$ cat src/rtl/pwr_mode_pkg.sv
// Package: shared types and field positions for the power mode controller.
// Assumes an 8-bit register width; field positions are fixed by the brief.
package pwr_mode_pkg;
    localparam int REG_W  = 8;
    localparam int MODE_W = 2;
    localparam int HW_W   = 2;

    localparam int B_PSV   = 0;
    localparam int B_IDLE  = 1;
    localparam int B_HALT  = 2;
    localparam int B_GATE  = 3;
    localparam int B_HDIS  = 4;
    localparam int B_PDIS  = 5;
    localparam int B_PWDN  = 6;
    localparam int REQ_W   = B_HALT + 1;
    localparam int HW_LSB  = 3;

    typedef enum logic [MODE_W-1:0] {
        M_ACTIVE = 2'd0,
        M_PSAVE  = 2'd1,
        M_IDLE   = 2'd2,
        M_HALT   = 2'd3
    } pmode_t;
endpackage

$ cat src/rtl/pwr_wake_latch.sv
// Module: holds a wake event (maskable or NMI) until acknowledged.
// Assumes events and acknowledge are single-clock-domain pulses; set wins over clear.
module pwr_wake_latch (
    input  logic clk,
    input  logic rst_n,
    input  logic wake_evt,
    input  logic nmi_evt,
    input  logic int_ack,
    output logic pend
);
    logic set_w;
    assign set_w = wake_evt | nmi_evt;

    // Latch a wake event; an acknowledge clears it unless a new event arrives.
    always_ff @(posedge clk) begin
        if (!rst_n)      pend <= 1'b0;
        else if (set_w)  pend <= 1'b1;
        else if (int_ack) pend <= 1'b0;
    end


    wake_set_chk: assert property (@(posedge clk) disable iff (!rst_n)
        set_w |=> pend);

    wake_hold_chk: assert property (@(posedge clk) disable iff (!rst_n)
        (pend && !int_ack) |=> pend);
endmodule

$ cat src/rtl/pwr_ctl_regs.sv
// Module: control register and hardware clock-control bits.
// Assumes enter_active marks the edge on which the mode returns to Active;
// that clearing outranks a same-cycle write.
module pwr_ctl_regs
    import pwr_mode_pkg::*;
(
    input  logic             clk,
    input  logic             rst_n,
    input  logic             reg_wr,
    input  logic             reg_sel,
    input  logic [REG_W-1:0] reg_wdata,
    input  logic             enter_active,
    output logic [REG_W-1:0] ctl_q,
    output logic [HW_W-1:0]  hw_q
);
    localparam logic [REG_W-1:0] CTL_MASK = REG_W'((1 << (B_PWDN + 1)) - 1);

    // Register writes plus the automatic clear on return to Active.
    always_ff @(posedge clk) begin
        if (!rst_n) begin
            ctl_q <= '0;
            hw_q  <= '0;
        end else begin
            if (reg_wr && !reg_sel) ctl_q <= reg_wdata & CTL_MASK;
            if (reg_wr && reg_sel)  hw_q  <= reg_wdata[HW_LSB +: HW_W];
            if (enter_active) begin
                ctl_q[REQ_W-1:0] <= '0;
                hw_q             <= '0;
            end
        end
    end


    active_clear_chk: assert property (@(posedge clk) disable iff (!rst_n)
        enter_active |=> (ctl_q[REQ_W-1:0] == '0 && hw_q == '0));
endmodule

$ cat src/rtl/pwr_mode_fsm.sv
// Module: mode state machine with stability-qualified transitions.
// Assumes pll_ok already folds in the PLL power-down condition.
module pwr_mode_fsm
    import pwr_mode_pkg::*;
(
    input  logic   clk,
    input  logic   rst_n,
    input  logic   psv_req,
    input  logic   idle_req,
    input  logic   halt_req,
    input  logic   wait_gate,
    input  logic   wait_exec,
    input  logic   lfo_stable,
    input  logic   hfo_stable,
    input  logic   pll_ok,
    input  logic   pend,
    output pmode_t mode_q,
    output logic   enter_active
);
    pmode_t mode_d;

    // Next-mode selection: low-power entry from Active, wake back to Active.
    always_comb begin
        mode_d       = mode_q;
        enter_active = 1'b0;
        if (mode_q == M_ACTIVE) begin
            if (lfo_stable) begin
                if (!wait_gate) begin
                    if (psv_req) mode_d = M_PSAVE;
                end else if (wait_exec) begin
                    if (halt_req)      mode_d = M_HALT;
                    else if (idle_req) mode_d = M_IDLE;
                    else if (psv_req)  mode_d = M_PSAVE;
                end
            end
        end else if (pend && hfo_stable && pll_ok) begin
            mode_d       = M_ACTIVE;
            enter_active = 1'b1;
        end
    end

    // Mode state register.
    always_ff @(posedge clk) begin
        if (!rst_n) mode_q <= M_ACTIVE;
        else        mode_q <= mode_d;
    end


    lfo_block_chk: assert property (@(posedge clk) disable iff (!rst_n)
        (mode_q == M_ACTIVE && !lfo_stable) |=> mode_q == M_ACTIVE);

    no_req_stay_chk: assert property (@(posedge clk) disable iff (!rst_n)
        (mode_q == M_ACTIVE && !wait_gate && !psv_req) |=> mode_q == M_ACTIVE);

    wait_gate_chk: assert property (@(posedge clk) disable iff (!rst_n)
        (mode_q == M_ACTIVE && wait_gate && !wait_exec) |=> mode_q == M_ACTIVE);

    wake_block_chk: assert property (@(posedge clk) disable iff (!rst_n)
        (mode_q != M_ACTIVE && (!hfo_stable || !pll_ok)) |=> mode_q != M_ACTIVE);

    wake_go_chk: assert property (@(posedge clk) disable iff (!rst_n)
        (mode_q != M_ACTIVE && pend && hfo_stable && pll_ok) |=> mode_q == M_ACTIVE);
endmodule

$ cat src/rtl/pwr_clk_gate.sv
// Module: combinational oscillator and PLL disable decode plus PLL-ready flag.
// Assumes Halt stops both sources and Active keeps the oscillator running.
module pwr_clk_gate
    import pwr_mode_pkg::*;
(
    input  pmode_t mode_q,
    input  logic   hfo_dis,
    input  logic   pll_dis,
    input  logic   pll_pwdn,
    input  logic   hw_hfo,
    input  logic   hw_pll,
    input  logic   link_sleep,
    input  logic   pll_lock,
    output logic   hfo_off,
    output logic   pll_off,
    output logic   pll_ok
);
    // Disable decode per mode.
    always_comb begin
        case (mode_q)
            M_PSAVE, M_IDLE: begin
                hfo_off = hfo_dis | (hw_hfo & link_sleep);
                pll_off = pll_dis | pll_pwdn | (hw_pll & link_sleep);
            end
            M_HALT: begin
                hfo_off = 1'b1;
                pll_off = 1'b1;
            end
            default: begin
                hfo_off = 1'b0;
                pll_off = pll_pwdn;
            end
        endcase
    end

    // A disabled PLL never blocks a transition.
    assign pll_ok = pll_lock | pll_off;
endmodule

$ cat src/rtl/pwr_mode_ctl.sv
// Module: top of the low-power mode sequencer; wires registers, wake latch,
// state machine and clock gating, and forms the status byte.
// Assumes all inputs are synchronous to clk.
module pwr_mode_ctl
    import pwr_mode_pkg::*;
(
    input  logic             clk,
    input  logic             rst_n,
    input  logic             reg_wr,
    input  logic             reg_sel,
    input  logic [REG_W-1:0] reg_wdata,
    input  logic             wait_exec,
    input  logic             wake_evt,
    input  logic             nmi_evt,
    input  logic             int_ack,
    input  logic             lfo_stable,
    input  logic             hfo_stable,
    input  logic             pll_lock,
    input  logic             link_sleep,
    output logic [MODE_W-1:0] mode,
    output logic             hfo_off,
    output logic             pll_off,
    output logic             wake_pending,
    output logic [REG_W-1:0] ctl_rdata,
    output logic [REG_W-1:0] status
);
    logic [REG_W-1:0] ctl_q;
    logic [HW_W-1:0]  hw_q;
    logic             enter_active;
    logic             pll_ok;
    pmode_t           mode_q;

    pwr_ctl_regs u_regs (
        .clk(clk), .rst_n(rst_n), .reg_wr(reg_wr), .reg_sel(reg_sel),
        .reg_wdata(reg_wdata), .enter_active(enter_active),
        .ctl_q(ctl_q), .hw_q(hw_q)
    );

    pwr_wake_latch u_wake (
        .clk(clk), .rst_n(rst_n), .wake_evt(wake_evt), .nmi_evt(nmi_evt),
        .int_ack(int_ack), .pend(wake_pending)
    );

    pwr_mode_fsm u_fsm (
        .clk(clk), .rst_n(rst_n),
        .psv_req(ctl_q[B_PSV]), .idle_req(ctl_q[B_IDLE]), .halt_req(ctl_q[B_HALT]),
        .wait_gate(ctl_q[B_GATE]), .wait_exec(wait_exec),
        .lfo_stable(lfo_stable), .hfo_stable(hfo_stable), .pll_ok(pll_ok),
        .pend(wake_pending), .mode_q(mode_q), .enter_active(enter_active)
    );

    pwr_clk_gate u_gate (
        .mode_q(mode_q), .hfo_dis(ctl_q[B_HDIS]), .pll_dis(ctl_q[B_PDIS]),
        .pll_pwdn(ctl_q[B_PWDN]), .hw_hfo(hw_q[0]), .hw_pll(hw_q[1]),
        .link_sleep(link_sleep), .pll_lock(pll_lock),
        .hfo_off(hfo_off), .pll_off(pll_off), .pll_ok(pll_ok)
    );

    assign mode      = mode_q;
    assign ctl_rdata = ctl_q;
    assign status    = {{(REG_W-HW_LSB-HW_W){1'b0}}, hw_q, pll_ok, hfo_stable, lfo_stable};


    halt_off_chk: assert property (@(posedge clk) disable iff (!rst_n)
        (mode_q == M_HALT) |-> (hfo_off && pll_off));
endmodule

$ cat config.mk
export PLATFORM = sky130hd
export DESIGN_NAME = pwr_mode_ctl
export DESIGN_NICKNAME = d
export VERILOG_FILES = /design/src/rtl/pwr_mode_pkg.sv /design/src/rtl/pwr_wake_latch.sv /design/src/rtl/pwr_ctl_regs.sv /design/src/rtl/pwr_mode_fsm.sv /design/src/rtl/pwr_clk_gate.sv /design/src/rtl/pwr_mode_ctl.sv
export SDC_FILE = /design/constraint.sdc
export NUM_CORES = 1
export LEC_CHECK = 0
export ABC_AREA = 1
export BUFFER_PORTS_ARGS = -buffer_cell sky130_fd_sc_hd__clkbuf_2
export CAP_MARGIN = 40
export CORE_MARGIN = 2
export CORE_UTILIZATION = 35
export CTS_CLUSTER_DIAMETER = 100
export CTS_CLUSTER_SIZE = 25
export DETAILED_ROUTE_END_ITERATION = 10
export PLACE_DENSITY_LB_ADDON = 0.2
export SETUP_SLACK_MARGIN = 0.2
export SYNTH_ARGS = -nofsm -noshare
export SYNTH_HDL_FRONTEND = slang
export SYNTH_SLANG_ARGS = --single-unit
$ cat constraint.sdc
create_clock -name clk -period 1.3 [get_ports clk]
set_input_delay 0.195 -clock clk [delete_from_list [all_inputs] [get_ports clk]]
set_output_delay 0.195 -clock clk [all_outputs]
set_load 0.02 [all_outputs]
==> results.yml, run 1 <==
synthesis:
  synthCells: 103
  yosys_warnings: 0
  muxShareOfSynthArea_pct: 0
  syn_area_sq_um: 744
  yosysSeqAreaShare_pct: 32.3
  synth_cell_types: 18
  synth_fa_ha_area_share_pct: 3.36
  synth_seq_cells: 12
  synth-xor-area-share_pct: 0
  syn_avg_cell_area_sq_um: 7.23
  synth-compound-area-share_pct: 17.1
  synth_simple_gate_area_share_pct: 25.0
  synth_top_family_by_area: "simple AND/OR/NAND/NOR gates"
sta:
  final.min_clock_period_ps: 1580
  hold_viol: 0
  fmax_ghz: 0.633
  fin_crit_sh_pct: 122
  setup_slack_ps: -280
  skew_ps: 4.60
  drv_slew: 0
  setup_violations: 10
  grt_setup_unrepaired: "true"
  fin_hold_ws_ps: 156
cts:
  insertion_delay_ps: 270
  htreeDepth: 1
  cts.reportedPaths.clkPinSlew_ps: 80
  cts_made_buffers: 3
  cts_tree: "built"
  cts.sinks: 12
  clock-root-buffer: "clkbuf_4"
  clk_path_buf_depth: 2
routing:
  drc: 0
  firstDrtPassIters: 3
  routedWlPerCell_microns: 9.81
  routed_wirelength_mm: 1.66
  wl_met2_microns: 878
  top_layer: "met4"
  drt-met1-wl_microns: 684
  ant_nets: 0
  avgViaCountPerCell: 4.45
  num_vias: 752
  drt_iter0_markers: 10
  dr_wl_met3_microns: 78
critical_path:
  worstPathRequired_ps: 1110
  slowest_delay_ps: 360
  worst-r2r-setup-slack_ps: -270
  timing.critical_path.from: "u_fsm.mode_q[0]$_SDFFE_PN0P_"
  critPathSlowestCell: "dfxtp_4"
  worstSetupStartpointType: "register"
  crit_end: "status[2]"
  timing.rr.end: "u_fsm.mode_q[1]$_SDFFE_PN0P_"
  r2r_cells: 12
  crit_type: "register to primary output"
  arrival_ps: 1380
  r2r_start: "u_fsm.mode_q[0]$_SDFFE_PN0P_"
  cp-end-kind: "primary output"
  crit_path_cell_trace: "inv_4, ha_4, inv_2, or2_1, nand2_2, nand2_4, clkbuf_8"
  crit_fanout: 4
floorplan:
  die_x_microns: 50.1
  pin_count: 41
  core_sq_mm: 0.00198
  die_area_sq_mm: 0.00251
  start_util_pct: 37.6
  fp.dieH_microns: 50.1
  num_rows: 16
grt:
  grt_pass1_wl_mm: 2.73
  grt_pass1_vias: 715
  grt_overflow_total: 0
  grt_usage_pct: 13.9
  antenna_found_initial: 0
  grt_max_degree: 9
place:
  place_ws_ps: -31.1
  dpl_cell_area_sq_um: 918
  io_buffers: 35
  gp_congestion: 0.817
  post-place-cells: 158
  dp_hpwl_mm: 1.30
final_layout:
  finalInstanceArea_sq_mm: 0.00107
  synthToLayoutAreaGrowth_pct: 43.7
  finalNonFillerCells: 169
  mostFrequentLayoutCells: "clkbuf_2 (31), nand2_1 (19), nor2_1 (13)"
  drive_above_1_share_pct: 48.6
  fin_util_pct: 54.0
  final_common_cell: "clkbuf_2"
  antenna_cells: 0
  final_nets: 165
pwr:
  p_leak_uw: 0.000540
  peakVddDrop_v: 0.000776
  powerDensity_mw_per_mm2: 1200
status:
  violations: "negative setup slack"
  run_status: "finished with violations"
hold_path:
  worst_hold_path_type: "input port to register"
job:
  drv_cap: 0
power by group:
part / switching (uW) / internal, uW / leakage (uW)
logic: 302 / 321 / 0.000425
registers: 29.6 / 402 / 0.000100
clock network: 119 / 111 / 0.0000154
cells in the mapped netlist (all sizes together):
library cell / count / area, sq um
dfxtp: 12 / 240
buf: 16 / 120
o21ai: 6 / 30.0
ha: 2 / 25.0
nand2: 23 / 111
inv: 11 / 41.3
o21a: 1 / 7.51
o31a: 1 / 8.76
or2: 1 / 6.26
nand3: 4 / 20.0
nor2: 13 / 48.8
conb: 1 / 3.75
a21oi: 11 / 73.8
o211ai: 1 / 7.51
registers in the layout, indices dropped and copies added (netlist names):
name and count:
u_regs.ctl_q 7, u_fsm.mode_q 2, u_regs.hw_q 2, u_wake.pend 1
per-layer routing:
metal  global-route usage [%]  vias to the layer above
li1                         -                      391
met1                     15.6                      340
met2                     23.5                       19
met3                     3.64                        2
met4                     7.41                        0
met5                        0                        -
worst min-delay path by stage:
stage	from	endpoint	slack (ps)	cells past startpoint
global route	nmi_evt	u_wake.pend$_SDFFE_PN0P_	150	2
floorplan	rst_n	u_fsm.mode_q[0]$_SDFFE_PN0P_	310	2
detailed placement	wake_evt	u_wake.pend$_SDFFE_PN0P_	440	2
finish	reg_wdata[2]	u_regs.ctl_q[2]$_SDFFE_PP0P_	160	3
global placement	wake_evt	u_wake.pend$_SDFFE_PN0P_	410	2
CTS	reg_wdata[2]	u_regs.ctl_q[2]$_SDFFE_PP0P_	150	3
through the flow:
| step | power, uW | TNS [ps] |
|---|---|---|
| 2_1_floorplan | 771 | 0 |
| 3_3_place_gp | 900 | -20.5 |
| 3_5_place_dp | 907 | -62.7 |
| 4_1_cts | 1260 | -2360 |
| 5_1_grt | 1370 | -3120 |
| 6_report | 1280 | -2260 |
worst max-delay path, delay by kind of cell, from the launching register on:
kind | cells | cell delay [ps]
and+or+nand+nor | 3 | 360
buffers and inverters | 3 | 230
DFF | 1 | 360
adders and majority gates | 1 | 140
area by class of cell:
cell class | count | area, sq um
Fill cell | 207 | 912
Sequential cell | 12 | 248
Multi-Input combinational cell | 67 | 398
Inverter | 11 | 46.3
Clock inverter | 1 | 3.75
Timing Repair Buffer | 48 | 318
Tap cell | 27 | 33.8
Clock buffer | 3 | 22.5
cell families (layout without fill, tap and decap cells):
logic type,Yosys count,in the layout
AO/OA/AOI/OAI,20,20
adder cells (fa/ha/maj),2,2
buffers and inverters,27,63
flip-flops,12,12
other,1,4
AND/OR/NAND/NOR,41,41
what timing repair did:
action                                  in CTS  in global routing
endpoints found under the setup margin      11                 11
pin swaps                                    4                  6
hold buffers                                 0                  0
gates resized for setup                     11                  5
buffers inserted                             6                  1
Power figures use the tool's default switching activity.
==> run 2: changes to the inputs <==
--- a/config.mk
+++ b/config.mk
@@ -15,6 +15,7 @@
 export DETAILED_ROUTE_END_ITERATION = 10
 export PLACE_DENSITY_LB_ADDON = 0.2
 export SETUP_SLACK_MARGIN = 0.2
+export SKIP_CTS_REPAIR_TIMING = 1
 export SYNTH_ARGS = -nofsm -noshare
 export SYNTH_HDL_FRONTEND = slang
 export SYNTH_SLANG_ARGS = --single-unit
==> run 2 against run 1 <==
Effect of this change: sequential share of layout area up 1.5 points; clock power barely moved; fmax hardly changed; register-to-register slack better by 60 ps; routed wire length fell by 5.4%; the flow still finishes with violations (negative setup slack); global-route usage down 0.82 points; core utilization fell by 3.2 points.
==> results.yml, run 2 (synthesis results as in run 1) <==
status:
  run_status: "finished with violations"
  violations: "negative setup slack"
critical_path:
  worstPathRequired_ps: 1110
  cp_top_family: "simple AND/OR/NAND/NOR gates"
  worst-r2r-setup-slack_ps: -210
  slowest_delay_ps: 360
  timing.rr.end: "u_fsm.mode_q[1]$_SDFFE_PN0P_"
  worst-path-buf-inv: 3
  crit_path_cell_trace: "inv_4, ha_4, inv_2, or2_1, nand2_2, nand2_4, buf_6"
  critPathSlowestCell: "dfxtp_4"
  cp-end-kind: "primary output"
  worstSetupStartpointType: "register"
  crit_type: "register to primary output"
  r2r_start: "u_fsm.mode_q[0]$_SDFFE_PN0P_"
  crit_fanout: 4
  r2r_cells: 11
  arrival_ps: 1380
pwr:
  peakVddDrop_v: 0.000765
  finalPower_uw: 1220
  p_leak_uw: 0.000519
  powerDensity_mw_per_mm2: 1210
place:
  dp_hpwl_mm: 1.30
  post-place-cells: 158
  dpl_cell_area_sq_um: 918
  gp_congestion: 0.817
  io_buffers: 35
final_layout:
  largest_reg_flops: 7
  final_nets: 161
  drive_above_1_share_pct: 47.8
  synthToLayoutAreaGrowth_pct: 35.1
  finalInstanceArea_sq_mm: 0.00101
  final_common_cell: "clkbuf_2"
  antenna_cells: 0
  regMostFlops: "u_regs.ctl_q"
  mostFrequentLayoutCells: "clkbuf_2 (31), nand2_1 (19), nor2_1 (13)"
  largestRegisters: "u_regs.ctl_q: 7 flops, u_fsm.mode_q: 2 flops, u_regs.hw_q: 2 flops"
  finalNonFillerCells: 165
cts:
  clock-root-buffer: "clkbuf_4"
  cts_tree: "built"
  cts.sinks: 12
  insertion_delay_ps: 270
  cts.reportedPaths.clkPinSlew_ps: 70
  htreeDepth: 1
  cts_made_buffers: 3
  clk_path_buf_depth: 2
floorplan:
  fp.dieH_microns: 50.1
  die_x_microns: 50.1
  pin_count: 41
  start_util_pct: 37.6
  die_area_sq_mm: 0.00251
  num_rows: 16
  core_sq_mm: 0.00198
routing:
  firstDrtPassIters: 4
  ant_nets: 0
  num_vias: 731
  drc: 0
  drt_iter0_markers: 7
  routed_wirelength_mm: 1.57
  routedWlPerCell_microns: 9.50
  avgViaCountPerCell: 4.43
grt:
  grt_use_met3_pct: 3.94
  grt_max_degree: 9
  grt_pass1_wl_mm: 2.56
  grt_usage_pct: 13.0
  grt_util_met2_pct: 21.9
  met1_usage_pct: 14.7
  antenna_found_initial: 0
  grt_overflow_total: 0
  grt_pass1_vias: 667
  grt.busiest_layer: "met2"
sta:
  setup_violations: 10
  skew_ps: 3.52
  final.min_clock_period_ps: 1580
  fin_hold_ws_ps: 159
  fin_crit_sh_pct: 121
  grt_setup_unrepaired: "true"
  hold_viol: 0
  setup_slack_ps: -279
  drv_slew: 0
  fmax_ghz: 0.633
hold_path:
  whs_path_depth: 2
  hp-start: "wake_evt"
  worstHoldEndpoint: "u_wake.pend$_SDFFE_PN0P_"
  worst_hold_path_type: "input port to register"
job:
  drv_cap: 0
## run 2: cell types whose count changed in the layout (fill, tap and decap cells not counted)
cell      before  now
clkbuf_8       2    0
nand2_4        1    3
nand2_8        2    0
buf_4         10    9
buf_8          1    0
o21ai_0        6    5
o21ai_2        0    1
## run 2: final cells by class
type	instances	area [sq um]
inverters	11	46.3
well taps	27	33.8
clock inverters	1	3.75
clock buffers	3	22.5
flip-flops and latches	12	248
multi-input cells	67	384
fillers	218	976
repair buffers	44	268
## run 2: routing by layer
layer	vias up	routed length [microns]
li1	381	-
met1	331	688
met2	19	804
met3	0	75
met4	0	0
met5	-	0
## run 2: power by group
part / internal (uW) / switching, uW / total, uW
sequential: 402 / 29.7 / 432
combinational: 274 / 283 / 557
clock: 111 / 118 / 228
total: 787 / 430 / 1220
## run 2: how the worst max path moves through the flow
stage                     slack, ps  cells after the start                            to                    startpoint
after floorplan                   8                      7                     status[2]  u_fsm.mode_q[0]$_SDFFE_PN0P_
after global placement          -10                     10  u_fsm.mode_q[1]$_SDFFE_PN0P_  u_fsm.mode_q[0]$_SDFFE_PN0P_
after detailed placement        -30                     10  u_fsm.mode_q[1]$_SDFFE_PN0P_  u_fsm.mode_q[0]$_SDFFE_PN0P_
after CTS                      -300                      7                     status[2]  u_fsm.mode_q[0]$_SDFFE_PN0P_
after global routing           -360                      7                     status[2]  u_fsm.mode_q[1]$_SDFFE_PN0P_
final                          -280                      7                     status[2]  u_fsm.mode_q[0]$_SDFFE_PN0P_
## run 2: stage by stage
step                utilization, %  TNS, ps  setup slack [ps]
floorplan                        -        0              7.56
global placement              46.3    -20.5             -10.6
detailed placement            46.3    -62.7             -31.1
CTS                           47.7     -959              -302
global route                  50.8    -2720              -357
finish                        50.8    -1930              -279
